File: src/rtl/irqc_pkg.sv
package irqc_pkg;

    localparam int ADDR_CAUSE  = 0;
    localparam int ADDR_MSET   = 1;
    localparam int ADDR_MCLR   = 2;
    localparam int ADDR_MODE   = 3;
    localparam int ADDR_SOFT   = 4;
    localparam int ADDR_MVIEW  = 5;
    localparam int ADDR_ACTIVE = 6;

    typedef struct packed {
        logic wr_cause;
        logic wr_mset;
        logic wr_mclr;
        logic wr_mode;
        logic wr_soft;
        logic rd_cause;
        logic rd_mode;
        logic rd_mview;
        logic rd_active;
    } irqc_strobe_t;

endpackage

File: src/rtl/irqc_decode.sv
module irqc_decode
    import irqc_pkg::*;
#(
    parameter int ADDR_W = 3
) (
    input  logic              bus_sel,
    input  logic              bus_wr,
    input  logic [ADDR_W-1:0] bus_addr,
    output irqc_strobe_t      stb_o
);
    logic wr_en, rd_en;

    always_comb begin
        wr_en = bus_sel & bus_wr;
        rd_en = bus_sel & ~bus_wr;
        stb_o.wr_cause  = wr_en & (bus_addr == ADDR_W'(ADDR_CAUSE));
        stb_o.wr_mset   = wr_en & (bus_addr == ADDR_W'(ADDR_MSET));
        stb_o.wr_mclr   = wr_en & (bus_addr == ADDR_W'(ADDR_MCLR));
        stb_o.wr_mode   = wr_en & (bus_addr == ADDR_W'(ADDR_MODE));
        stb_o.wr_soft   = wr_en & (bus_addr == ADDR_W'(ADDR_SOFT));
        stb_o.rd_cause  = rd_en & (bus_addr == ADDR_W'(ADDR_CAUSE));
        stb_o.rd_mode   = rd_en & (bus_addr == ADDR_W'(ADDR_MODE));
        stb_o.rd_mview  = rd_en & (bus_addr == ADDR_W'(ADDR_MVIEW));
        stb_o.rd_active = rd_en & (bus_addr == ADDR_W'(ADDR_ACTIVE));
    end
endmodule

File: src/rtl/irqc_ctrl_regs.sv
module irqc_ctrl_regs #(
    parameter int WIDTH = 32
) (
    input  logic             clk,
    input  logic             rst_n,
    input  logic             wr_mset,
    input  logic             wr_mclr,
    input  logic             wr_mode,
    input  logic [WIDTH-1:0] wdata,
    output logic [WIDTH-1:0] mask_o,
    output logic [WIDTH-1:0] mode_o
);
    typedef struct packed {
        logic [WIDTH-1:0] mask;
        logic [WIDTH-1:0] mode;
    } ctrl_t;

    ctrl_t r_d, r_q;

    always_comb begin
        r_d = r_q;
        if (wr_mset) r_d.mask = r_q.mask | wdata;
        if (wr_mclr) r_d.mask = r_q.mask & ~wdata;
        if (wr_mode) r_d.mode = wdata;
    end

    always_ff @(posedge clk or negedge rst_n) begin
        if (!rst_n) begin
            r_q.mask <= '1;
            r_q.mode <= '0;
        end else begin
            r_q <= r_d;
        end
    end

    assign mask_o = r_q.mask;
    assign mode_o = r_q.mode;

    // set bits land in the mask
    assert_mask_set_R2: assert property (@(posedge clk) disable iff (!rst_n)
        wr_mset |=> ((r_q.mask & $past(wdata)) == $past(wdata)));
    // cleared bits leave the mask, others keep their value
    assert_mask_clr_R3: assert property (@(posedge clk) disable iff (!rst_n)
        wr_mclr |=> (((r_q.mask & $past(wdata)) == '0) &&
                     ((r_q.mask & ~$past(wdata)) == ($past(r_q.mask) & ~$past(wdata)))));
endmodule

File: src/rtl/irqc_cause.sv
module irqc_cause #(
    parameter int WIDTH = 32
) (
    input  logic             clk,
    input  logic             rst_n,
    input  logic [WIDTH-1:0] evt_i,
    input  logic             wr_cause,
    input  logic             wr_soft,
    input  logic             rd_cause,
    input  logic [WIDTH-1:0] wdata,
    input  logic [WIDTH-1:0] mode_i,
    output logic [WIDTH-1:0] cause_o
);
    typedef struct packed {
        logic [WIDTH-1:0] cause;
    } cause_t;

    cause_t c_d, c_q;
    logic [WIDTH-1:0] clr_hit;
    logic [WIDTH-1:0] set_hit;

    for (genvar i = 0; i < WIDTH; i++) begin : g_bit
        always_comb begin
            // mode 1: clear on read of the cause address; mode 0: write one to clear
            clr_hit[i] = mode_i[i] ? rd_cause : (wr_cause & wdata[i]);
            set_hit[i] = evt_i[i] | (wr_soft & wdata[i]);
        end
    end

    always_comb begin
        c_d = c_q;
        c_d.cause = (c_q.cause & ~clr_hit) | set_hit;
    end

    always_ff @(posedge clk or negedge rst_n) begin
        if (!rst_n) c_q <= '0;
        else        c_q <= c_d;
    end

    assign cause_o = c_q.cause;

    // an event always shows up at the next edge
    assert_evt_sticks_R8: assert property (@(posedge clk) disable iff (!rst_n)
        1'b1 |=> ((c_q.cause & $past(evt_i)) == $past(evt_i)));
    // a read empties the clear-on-read bits that saw no new event
    assert_cor_clear_R7: assert property (@(posedge clk) disable iff (!rst_n)
        rd_cause |=> ((c_q.cause & $past(mode_i) & ~$past(evt_i)) == '0));
    // a cause write never touches clear-on-read bits
    assert_w1c_mode_R6: assert property (@(posedge clk) disable iff (!rst_n)
        wr_cause |=> ((c_q.cause & $past(mode_i)) ==
                      (($past(c_q.cause) | $past(evt_i)) & $past(mode_i))));
endmodule

File: src/rtl/irq_cause_unit.sv
module irq_cause_unit
    import irqc_pkg::*;
#(
    parameter int WIDTH  = 32,
    parameter int ADDR_W = 3
) (
    input  logic              clk,
    input  logic              rst_n,
    input  logic [WIDTH-1:0]  evt_i,
    input  logic              bus_sel,
    input  logic              bus_wr,
    input  logic [ADDR_W-1:0] bus_addr,
    input  logic [WIDTH-1:0]  bus_wdata,
    output logic [WIDTH-1:0]  bus_rdata,
    output logic              irq_o
);
    irqc_strobe_t     stb;
    logic [WIDTH-1:0] mask_q, mode_q, cause_q, active;

    irqc_decode #(.ADDR_W(ADDR_W)) u_decode (
        .bus_sel  (bus_sel),
        .bus_wr   (bus_wr),
        .bus_addr (bus_addr),
        .stb_o    (stb)
    );

    irqc_ctrl_regs #(.WIDTH(WIDTH)) u_ctrl (
        .clk     (clk),
        .rst_n   (rst_n),
        .wr_mset (stb.wr_mset),
        .wr_mclr (stb.wr_mclr),
        .wr_mode (stb.wr_mode),
        .wdata   (bus_wdata),
        .mask_o  (mask_q),
        .mode_o  (mode_q)
    );

    irqc_cause #(.WIDTH(WIDTH)) u_cause (
        .clk      (clk),
        .rst_n    (rst_n),
        .evt_i    (evt_i),
        .wr_cause (stb.wr_cause),
        .wr_soft  (stb.wr_soft),
        .rd_cause (stb.rd_cause),
        .wdata    (bus_wdata),
        .mode_i   (mode_q),
        .cause_o  (cause_q)
    );

    always_comb begin
        active    = cause_q & ~mask_q;
        bus_rdata = '0;
        if (stb.rd_cause)  bus_rdata = cause_q;
        if (stb.rd_mode)   bus_rdata = mode_q;
        if (stb.rd_mview)  bus_rdata = mask_q;
        if (stb.rd_active) bus_rdata = active;
        irq_o = |active;
    end

    // a fully masked group never interrupts
    assert_masked_quiet_R9: assert property (@(posedge clk) disable iff (!rst_n)
        (mask_q == '1) |-> !irq_o);
    // one read source at a time
    assert_one_read_R10: assert property (@(posedge clk) disable iff (!rst_n)
        $onehot0({stb.rd_cause, stb.rd_mode, stb.rd_mview, stb.rd_active}));
endmodule

File: config.mk
export PLATFORM = sky130hd
export DESIGN_NAME = irq_cause_unit
export DESIGN_NICKNAME = d
export VERILOG_FILES = /design/src/rtl/irqc_pkg.sv /design/src/rtl/irqc_decode.sv /design/src/rtl/irqc_ctrl_regs.sv /design/src/rtl/irqc_cause.sv /design/src/rtl/irq_cause_unit.sv
export SDC_FILE = /design/constraint.sdc
export NUM_CORES = 1
export LEC_CHECK = 0
export ABC_AREA = 1
export BUFFER_PORTS_ARGS = -buffer_cell sky130_fd_sc_hd__buf_2
export CAP_MARGIN = 20
export CORE_MARGIN = 2
export CORE_UTILIZATION = 55
export CTS_CLUSTER_SIZE = 20
export DETAILED_ROUTE_END_ITERATION = 10
export PLACE_DENSITY = 0.79
export SETUP_SLACK_MARGIN = 0.15
export SLEW_MARGIN = 25
export SYNTH_ARGS = -nofsm -noshare
export SYNTH_HDL_FRONTEND = slang
export SYNTH_SLANG_ARGS = --single-unit
export TNS_END_PERCENT = 1
File: constraint.sdc
create_clock -name clk -period 2.6 [get_ports clk]
set_input_delay 0.13 -clock clk [delete_from_list [all_inputs] [get_ports clk]]
set_output_delay 0.13 -clock clk [all_outputs]
set_load 0.005 [all_outputs]
Word-level counts from Yosys, hierarchy flattened
Cells that the tools add are included.

word-level totals
  flip-flop bits (word level) = 96
  bits of input ports = 71

cells by class
  equal/unequal tests = 6
  mux-type cells = 38
  bitwise gates (word level) = 116
  reduce and logical (&&, ||, !) cells = 3

operators with widths
  cell                  count
  $mux W32              6
  $and A32 B32 Y32      3
  $not A32 Y32          3
  $and A1 B1 Y1         75
  $or A32 B32 Y32       2
  $mux W1               32
  $or A1 B1 Y1          32
  $reduce_or A32 Y1     1
  $eq A3 B3 Y1 const B  3
  $eq A3 B2 Y1 const B  2
  $eq A3 B1 Y1 const B  1
  $logic_not A3 Y1      1
  $reduce_bool A2 Y1    1
  $not A1 Y1            1

Longest topological paths before layout
Gate-level depths: netlist (run 1).

  depth after elaboration = 7
  gate-level depth with buffers = 9
  gate-level depth less buffers = 7

Cells and area by module
Synthesis (run 1) repeated with hierarchy kept, for this count alone.

second synthesis, totals
  cells, all modules = 964
  area total of the unflattened synthesis = 6164.7 sq um

modules (own cells, without submodules)
  module          times used  cells each  area an instance (sq um)
  irqc_ctrl_regs  1           365         2875.3
  irqc_cause      1           265         1828.0
  irq_cause_unit  1           311         1368.8
  irqc_decode     1           23          92.6

Worst setup path before layout (run 1)
OpenSTA, ideal clock, no wires.

  kind = register to output
  start = reg with a tool-made name
  end = out irq_o
  arrival = 0.943 ns
  data required time = 2.470 ns
  path slack = 1.527 ns
  cell stages (with the launch flop) = 8
  path through = dfstp_2 -> inv_1 -> nand2_1 -> nand2_1 -> nor2_1 -> nand2_1 -> nor2_1 -> nand2_1

RTL lines
  what           RTL line              RTL
  end, declared  irq_cause_unit.sv:15  output logic irq_o

==> impl_metrics.toml, run 1 <==
[yosys]
synth.avg_cell_area_um2 = 6.818
synth_seq_cells = 96
synth_cells = 862
synth-adder-area-share = 0
synth-seq-area-share = 0.4156
yosys_warnings = 0
synth_simple_gate_area_frac = 0.3613
muxShareOfSynthArea = 0
synth.net_count = 933
synth_edf_count = 0
ys.flop_type = "dfrtp_1"
synth_cell_type_count = 23
synth_compound_area_frac = 0.09793
netlist_area_um2 = 5877
synth_top_family_by_area = "simple AND/OR/NAND/NOR gates"
synthXorXnorAreaFrac = 0
synth-async-reset-ratio = 1.000

[critical_path]
critical_path_depth = 8
end_kind = "primary output"
cp_num_buf_inv = 2
crit_arrival_ps = 1650
endpoint = "irq_o"
r2r_start = "u_ctrl.mode_o[22]"
cp.required_ps = 2470
critPathSlowestCell = "dfstp_2"
crit_path_cell_trace = "inv_1 > nand2_1 > nand2_1 > nor2_1 > nand2_1 > nor2_1 > nand2_1 > buf_2"
cpMostUsedCell = "nand2_1"
critPathMaxFanout = 2
r2r_cells = 4
rr_endpoint = "u_cause.cause_o[22]"
cp-start-kind = "flop"
worst-setup-path-type = "reg -> out"
rrSetupSlack_ps = 1700
cpLargestDelayFamily = "simple AND/OR/NAND/NOR gates"
slowest_delay_ps = 540

[clock_tree]
numCtsBuffers = 9
cts_tree = "yes"
clockBufferDepth = 2
postCtsSetupBuffers = 0
cts.repair.resized = 0
clockRootBuffer = "clkbuf_8"
cts_sinks = 96
clock_latency_ps = 360
htree_levels = 3
path_clk_slew_ps = 90

[pwr]
p_sw_mw = 1.203
p_sw_frac = 0.3161
p_per_area_nw_per_um2 = 568.0
p_comb_frac = 0.208
ir_drop_mv = 0.3081
p_clk_frac = 0.264
p_leak_nw = 3.518
seqPwrFrac = 0.528
intPower_mw = 2.603

[floorplan]
start_util = 0.5667
die_w_um = 107.4
core_um2 = 10370
io_pins = 104
die-area_um2 = 11530
num_rows = 37
die_h_um = 107.4

[route]
post-route-drc-count = 0
antenna_left = 0
wl_per_cell_um = 14.11
drtIter0Drc = 450
routed_wl_mm = 15.41
drt_pass1_iterations = 5
num_vias = 5687
via_per_inst = 5.208

[final_layout]
nets = 1022
layout_commonest_cell = "nand2_1"
layout-drive-gt1-share = 0.1841
final_area_um2 = 6700
syn2layout_area_growth_pct = 14.01
layout_common_cells = "nand2_1 (278), inv_1 (128), buf_2 (102), nand3_1 (98), nor2_1 (75)"
diodes = 0

[grt]
antenna_found_initial = 0
grt_pass1_vias = 5220
grt_pass1_wl_mm = 25.46
overflow = 0
grt_max_degree = 65
grt_usage = 0.2809

[sta]
worst_slew_pin_slew_ps = 709.7
period_share = 0.6832
finalSetupTns_ps = 0
setup_viol = 0
maxSlewViolCount = 0
rsz0062_at_grt = "no"
fin_skew_ps = 11.70
fin_crit_ps = 1776
finalHoldViolCount = 0
fmax_mhz = 563.0
relSlewSlack = 0.5268

[min_path]
whs_path_depth = 3
hold_class = "in -> reg"

[job]
max_cap_violations = 0

[place]
routabilityCongestion = 0.8937
port_buffers = 103
dpl.hpwl_mm = 10.24
place_area_um2 = 6475

[outcome]
outcome = "completed"
==> cell families (layout without fill, tap and decap cells) <==
kind of cell	count (synthesis)	after routing
flip-flops	96	96
buffers and inverters	172	266
AO/OA/AOI/OAI	99	99
AND/OR/NAND/NOR	495	495
==> power by group through the flow <==
stage / Combinational, mW / Clock (mW) / Sequential (mW)
after global placement: 0.768 / 0 / 2.03
after global routing: 0.917 / 1.08 / 2.05
final: 0.790 / 1.00 / 2.01
after detailed placement: 0.786 / 0 / 2.03
after floorplan: 0.555 / 0 / 1.98
after CTS: 0.792 / 1.02 / 2.01
==> worst min path at each step <==
stage | from | to | slack (ps)
final | bus_wdata[23] | flop | 20
after global routing | bus_wdata[23] | flop | 9
after CTS | bus_wdata[23] | flop | 6
after detailed placement | rst_n | u_cause.cause_o[0] | 160
after global placement | rst_n | u_cause.cause_o[0] | 160
after floorplan | rst_n | u_cause.cause_o[0] | -170
==> stage by stage <==
| stage | std cells | total power, mW | util | hold WS, ps | setup slack [ps] |
|---|---|---|---|---|---|
| finish | 1092 | 3.806 | 0.6461 | 16.08 | 823.7 |
| global placement | 1074 | 2.797 | 0.6244 | 156.5 | 935.9 |
| CTS | 1092 | 3.822 | 0.6461 | 6.354 | 818.0 |
| floorplan | 862 | 2.536 | - | -165.6 | 1527 |
| detailed placement | 1074 | 2.816 | 0.6244 | 156.3 | 937.4 |
| global route | 1092 | 4.045 | 0.6461 | 9.136 | 757.7 |
==> cell type report <==
cell class / count / area, µm²
Clock buffer: 15 / 196.4
Timing Repair Buffer: 120 / 688.2
Inverter: 130 / 488.0
Fill cell: 970 / 3670
Sequential cell: 96 / 2442
Tap cell: 136 / 170.2
Multi-Input combinational cell: 594 / 2706
Clock inverter: 1 / 8.758
==> synthesized netlist by cell type (2+ instances only) <==
cell      count  area (µm²)
buf_2        26       130.1
buf_4         3       22.52
buf_6         6       67.56
clkbuf_1      5       18.77
dfrtp_1      64        1602
dfstp_2      32       840.8
inv_1       128       480.5
inv_2         2       7.510
nand2_1     278        1044
nand3_1      98       490.5
nand4_1      35       219.0
nor2_1       76       285.3
nor2_2        3       18.77
o21ai_0      10       50.05
o21ai_1      57       285.3
o21bai_1     32       240.2
==> per-layer routing <==
metal	global-route usage	routed length (µm)
met1	0.3881	6901
met3	0.02906	911
met5	0	0
met2	0.4647	7322
met4	0.09341	276
==> what timing repair did <==
action	CTS	global route
hold buffers	2	0
setup endpoints to repair	0	0
hold endpoints to repair	27	0
==> worst reg2reg max path: cells and delay by family, from the launching register on <==
family,cells,cell delay (ps)
AND/OR/NAND/NOR,4,370
flip-flops,1,420
(Power assumes the default switching activity.)
==> run 2: changes to the inputs <==
==> constraint.sdc (replaced) <==
create_clock -name clk -period 1.8 [get_ports clk]
set_input_delay 0.09 -clock clk [delete_from_list [all_inputs] [get_ports clk]]
set_output_delay 0.09 -clock clk [all_outputs]
set_load 0.005 [all_outputs]
==> impl_metrics.toml, run 2 (synthesized netlist as in run 1, its figures left out) <==
[pwr]
seqPwrFrac = 0.512
p_leak_nw = 3.585
p_sw_frac = 0.3260
p_clk_frac = 0.257
ir_drop_mv = 0.3537
p_per_area_nw_per_um2 = 816.1
power.total_mw = 5.689
p_comb_frac = 0.232
intPower_mw = 3.834
p_sw_mw = 1.855

[min_path]
whs_path_depth = 4
hold_class = "in -> reg"

[final_layout]
layout-drive-gt1-share = 0.2477
nFillCells = 969
stdcell_count = 1113
nets = 1043
layout_common_cells = "nand2_1 (245), inv_1 (115), buf_2 (102), nand3_1 (98), nor2_1 (67)"
finish.utilization = 0.6722
final_area_um2 = 6970
layout_commonest_cell = "nand2_1"
syn2layout_area_growth_pct = 18.61
diodes = 0

[critical_path]
slowest_delay_ps = 550
crit_arrival_ps = 1600
end_kind = "primary output"
critPathSlowestCell = "dfstp_2"
crit_path_cell_trace = "inv_2 > nand2_1 > nand2_2 > nor2_2 > nand2_1 > nor2_1 > nand2_2 > buf_2"
cp-start-kind = "flop"
critPathMaxFanout = 2
cp.required_ps = 1710
r2r_cells = 4
worst-setup-path-type = "reg -> out"

[grt]
grt.busiest_layer = "met2"
grt_usage = 0.2848
use_met2 = 0.4702
grt_pass1_wl_mm = 26.16
grt_max_degree = 48
antenna_found_initial = 0
overflow = 0
met3_usage = 0.03874
grt_pass1_vias = 5602
grtUsageMet1 = 0.3951

[place]
dp_slack_ps = 392.3
dpl.hpwl_mm = 10.61
place_area_um2 = 6518
dp.cells = 1083
routabilityCongestion = 0.8723
port_buffers = 103

[sta]
worst_slew_pin_slew_ps = 452.9
relSlewSlack = 0.6981
fmax_mhz = 592.2
finalSetupTns_ps = 0
finalHoldViolCount = 0
fin_skew_ps = 12.03
setup_viol = 0
period_share = 0.9381
whs_ps = 4.823
fin_crit_ps = 1689
worst_slack_ps = 111.4
rsz0062_at_grt = "yes"
maxSlewViolCount = 0

[route]
drtIter0Drc = 425
post-route-drc-count = 0
routed_wl_mm = 15.82
wl_per_cell_um = 14.21
via_per_inst = 5.296
antenna_left = 0
num_vias = 5894
drt_pass1_iterations = 5

[clock_tree]
path_clk_slew_ps = 100
cts_sinks = 96
cts_tree = "yes"
clock_latency_ps = 370
htree_levels = 3
clockRootBuffer = "clkbuf_8"
clockBufferDepth = 2
numCtsBuffers = 9

[job]
max_cap_violations = 0

[floorplan]
core_um2 = 10370
io_pins = 104
start_util = 0.5667
die_w_um = 107.4
die-area_um2 = 11530
die_h_um = 107.4
num_rows = 37

[outcome]
outcome = "completed"
[run 2: cell types whose count changed in the layout (fill, tap and decap cells not counted), moves of 3 or more]
| cell | delta |
|---|---|
| nand2_1 | -33 |
| dlygate4sd3_1 | +9 |
| inv_2 | +13 |
| nand2_2 | +33 |
| nor2_1 | -8 |
| nor2_4 | +3 |
| clkbuf_8 | -4 |
| nor2_2 | +5 |
| buf_4 | +14 |
| inv_1 | -13 |
[run 2: path summary, 6_finish.rpt]
check,startpoint,endpoint,slack (ps)
max in group asynchronous,rst_n,async pin,890
hold / removal,evt_i[21],u_cause.cause_o[21],5
setup / recovery,flop,irq_o,110
setup reg to reg,u_ctrl.mode_o[17],u_cause.cause_o[17],890
hold reg to reg,flop,flop,480
min in group asynchronous,rst_n,u_ctrl.mode_o[6],200
[run 2: power groups by stage]
stage                     clock [mW]  combinational, mW  sequential, mW
after floorplan                    0              0.802            2.86
after global placement             0               1.11            2.92
after detailed placement           0               1.14            2.92
final                           1.46               1.32            2.91
after CTS                       1.47               1.19            2.89
after global routing            1.55               1.51            2.96
[run 2: metal layers]
metal  up-vias  routed length (µm)
met2       247                7461
met1      2693                6963
met3        22                1196
met5         -                   0
li1       2932                   -
met4         0                 199
[run 2: timing repair]
item,CTS,global route
hold buffers,11,0
endpoints found under the setup margin,1,1
endpoints found under the hold margin,36,0
buffers inserted,1,2
pin swaps,11,19
gates resized for setup,17,43
[run 2: worst max-delay path, delay by kind of cell, from the launching register on]
family,cells,cell delay [ps]
buffers and inverters,2,170
DFF,1,550
and+or+nand+nor,6,530
[run 2: cell type report]
class | count | area, µm² | area share
repair buffers | 141 | 843.3 | 0.1210
clock buffers | 12 | 145.1 | 0.02082
inverters | 130 | 488.0 | 0.07001
well taps | 136 | 170.2 | 0.02441
clock inverters | 4 | 53.80 | 0.007719
flip-flops and latches | 96 | 2442 | 0.3504
multi-input cells | 594 | 2828 | 0.4057
==> run 3: changes to the inputs <==
--- a/config.mk
+++ b/config.mk
@@ -8,11 +8,11 @@
 export ABC_AREA = 1
 export BUFFER_PORTS_ARGS = -buffer_cell sky130_fd_sc_hd__buf_2
 export CAP_MARGIN = 20
-export CORE_MARGIN = 2
-export CORE_UTILIZATION = 55
+export CORE_MARGIN = 4
+export CORE_UTILIZATION = 57
 export CTS_CLUSTER_SIZE = 20
 export DETAILED_ROUTE_END_ITERATION = 10
-export PLACE_DENSITY = 0.79
+export PLACE_DENSITY = 0.81
 export SETUP_SLACK_MARGIN = 0.15
 export SLEW_MARGIN = 25
 export SYNTH_ARGS = -nofsm -noshare
==> impl_metrics.toml, run 3 (synthesized netlist as in run 1, its figures left out) <==
[critical_path]
r2r_cells = 4
crit_path_cell_trace = "inv_2 > nand2_2 > nand2_2 > nor2_2 > nand2_1 > nor2_1 > nand2_1 > buf_2"
critPathMaxFanout = 2
r2r_start = "u_ctrl.mode_o[3]"
critPathSlowestCell = "dfstp_2"
worst-setup-path-type = "reg -> out"
end_kind = "primary output"
cp_num_buf_inv = 2
rrSetupSlack_ps = 850
cpLargestDelayFamily = "flip-flops"
cp.required_ps = 1710
crit_arrival_ps = 1590
rr_endpoint = "u_cause.cause_o[3]"
critical_path_depth = 8
cp-start-kind = "flop"
slowest_delay_ps = 550

[floorplan]
die_h_um = 109.5
num_rows = 36
io_pins = 104
die_w_um = 109.5
core_um2 = 9910
start_util = 0.5931
die-area_um2 = 12000

[clock_tree]
cts_tree = "yes"
cts_sinks = 96
clockRootBuffer = "clkbuf_8"
clockBufferDepth = 2
htree_levels = 3
path_clk_slew_ps = 90
numCtsBuffers = 9
clock_latency_ps = 370

[grt]
met3_usage = 0.04698
grt_pass1_vias = 5779
grt_max_degree = 47
overflow = 0
grt_pass1_wl_mm = 27.15
use_met2 = 0.4813
grt.busiest_layer = "met2"
grt_usage = 0.2881
antenna_found_initial = 1
grtUsageMet1 = 0.3770

[sta]
finalHoldViolCount = 0
worst_slew_pin_slew_ps = 440.7
fin_crit_ps = 1684
fmax_mhz = 593.9
setup_viol = 0
rsz0062_at_grt = "yes"
maxSlewViolCount = 0
finalSetupTns_ps = 0
fin_skew_ps = 7.468
period_share = 0.9355
relSlewSlack = 0.7055

[route]
routed_wl_mm = 16.45
via_per_inst = 5.373
num_vias = 6045
drtIter0Drc = 456
drt_pass1_iterations = 5
post-route-drc-count = 0
antenna_left = 0
wl_per_cell_um = 14.63

[final_layout]
layout_common_cells = "nand2_1 (252), inv_1 (119), buf_2 (102), nand3_1 (98), nor2_1 (69)"
syn2layout_area_growth_pct = 22.12
nets = 1058
final_area_um2 = 7177
diodes = 0
finish.utilization = 0.7242
layout-drive-gt1-share = 0.2389
layout_commonest_cell = "nand2_1"

[place]
routabilityCongestion = 0.8717
place_area_um2 = 6544
dpl.hpwl_mm = 10.95
port_buffers = 103

[pwr]
p_leak_nw = 3.709
p_per_area_nw_per_um2 = 857.8
ir_drop_mv = 0.6018

[job]
max_cap_violations = 0

[min_path]
hold_class = "in -> reg"
hold_path_end = "u_cause.cause_o[10]"
worstHoldStart = "evt_i[10]"
whs_path_depth = 4

[outcome]
outcome = "completed"
[run 3: changes by cell type in the layout (fill, tap and decap cells not counted), sizes merged]
cell	delta
clkinv	-1
clkinvlp	-2
bufinv	+3
inv	+2
buf	+6
dlygate4sd3	+9
clkbuf	-2
[run 3: power by group]
part           switching (mW)  total, mW  internal (mW)
clock network           0.790       1.86           1.07
registers               0.287       2.91           2.63
logic                   0.803       1.38          0.574
[run 3: layout make-up]
class                      instances  area, µm²
inverter                         130      488.0
multi-input combinational        594       2799
timing repair buffer             156       1016
clock inverter                     6      137.6
clock buffer                      10      127.6
tap                              133      166.4
sequential                        96       2442
fill                             833       2733
[run 3: timing repair]
action | CTS | global route
pin swaps | 13 | 13
setup buffers | 8 | 2
endpoints found under the hold margin | 47 | 0
hold buffers | 20 | 0
gates resized for setup | 19 | 27
setup endpoints to repair | 1 | 4
[run 3: worst max-delay path by stage]
stage	slack (ps)	to
global route	50	irq_o
detailed placement	350	u_cause.cause_o[3]
CTS	110	irq_o
floorplan	770	irq_o
global placement	390	bus_rdata[1]
finish	120	irq_o
[run 3: metal layers]
layer / part of all wire / vias to the layer above / wire, µm
met5: 0.00043 / - / 7
met1: 0.41 / 2770 / 6737
li1: - / 2962 / -
met2: 0.48 / 265 / 7980
met3: 0.076 / 46 / 1247
met4: 0.029 / 2 / 480
[run 3: through the flow]
stage	hold WS (ps)	setup WS (ps)	power, mW	std cells
after global placement	62.79	388.3	4.027	1079
after global routing	7.756	45.18	6.519	1125
after CTS	0.05357	107.0	6.067	1123
after floorplan	-205.6	767.5	3.663	862
after detailed placement	61.67	347.2	4.070	1079
final	2.071	116.1	6.156	1125
[run 3: worst min-delay path: cells and delay by family]
family / cells / cell delay (ps)
AOI/OAI and AO/OA: 1 / 90
and+or+nand+nor: 1 / 50
buffers and inverters: 2 / 110
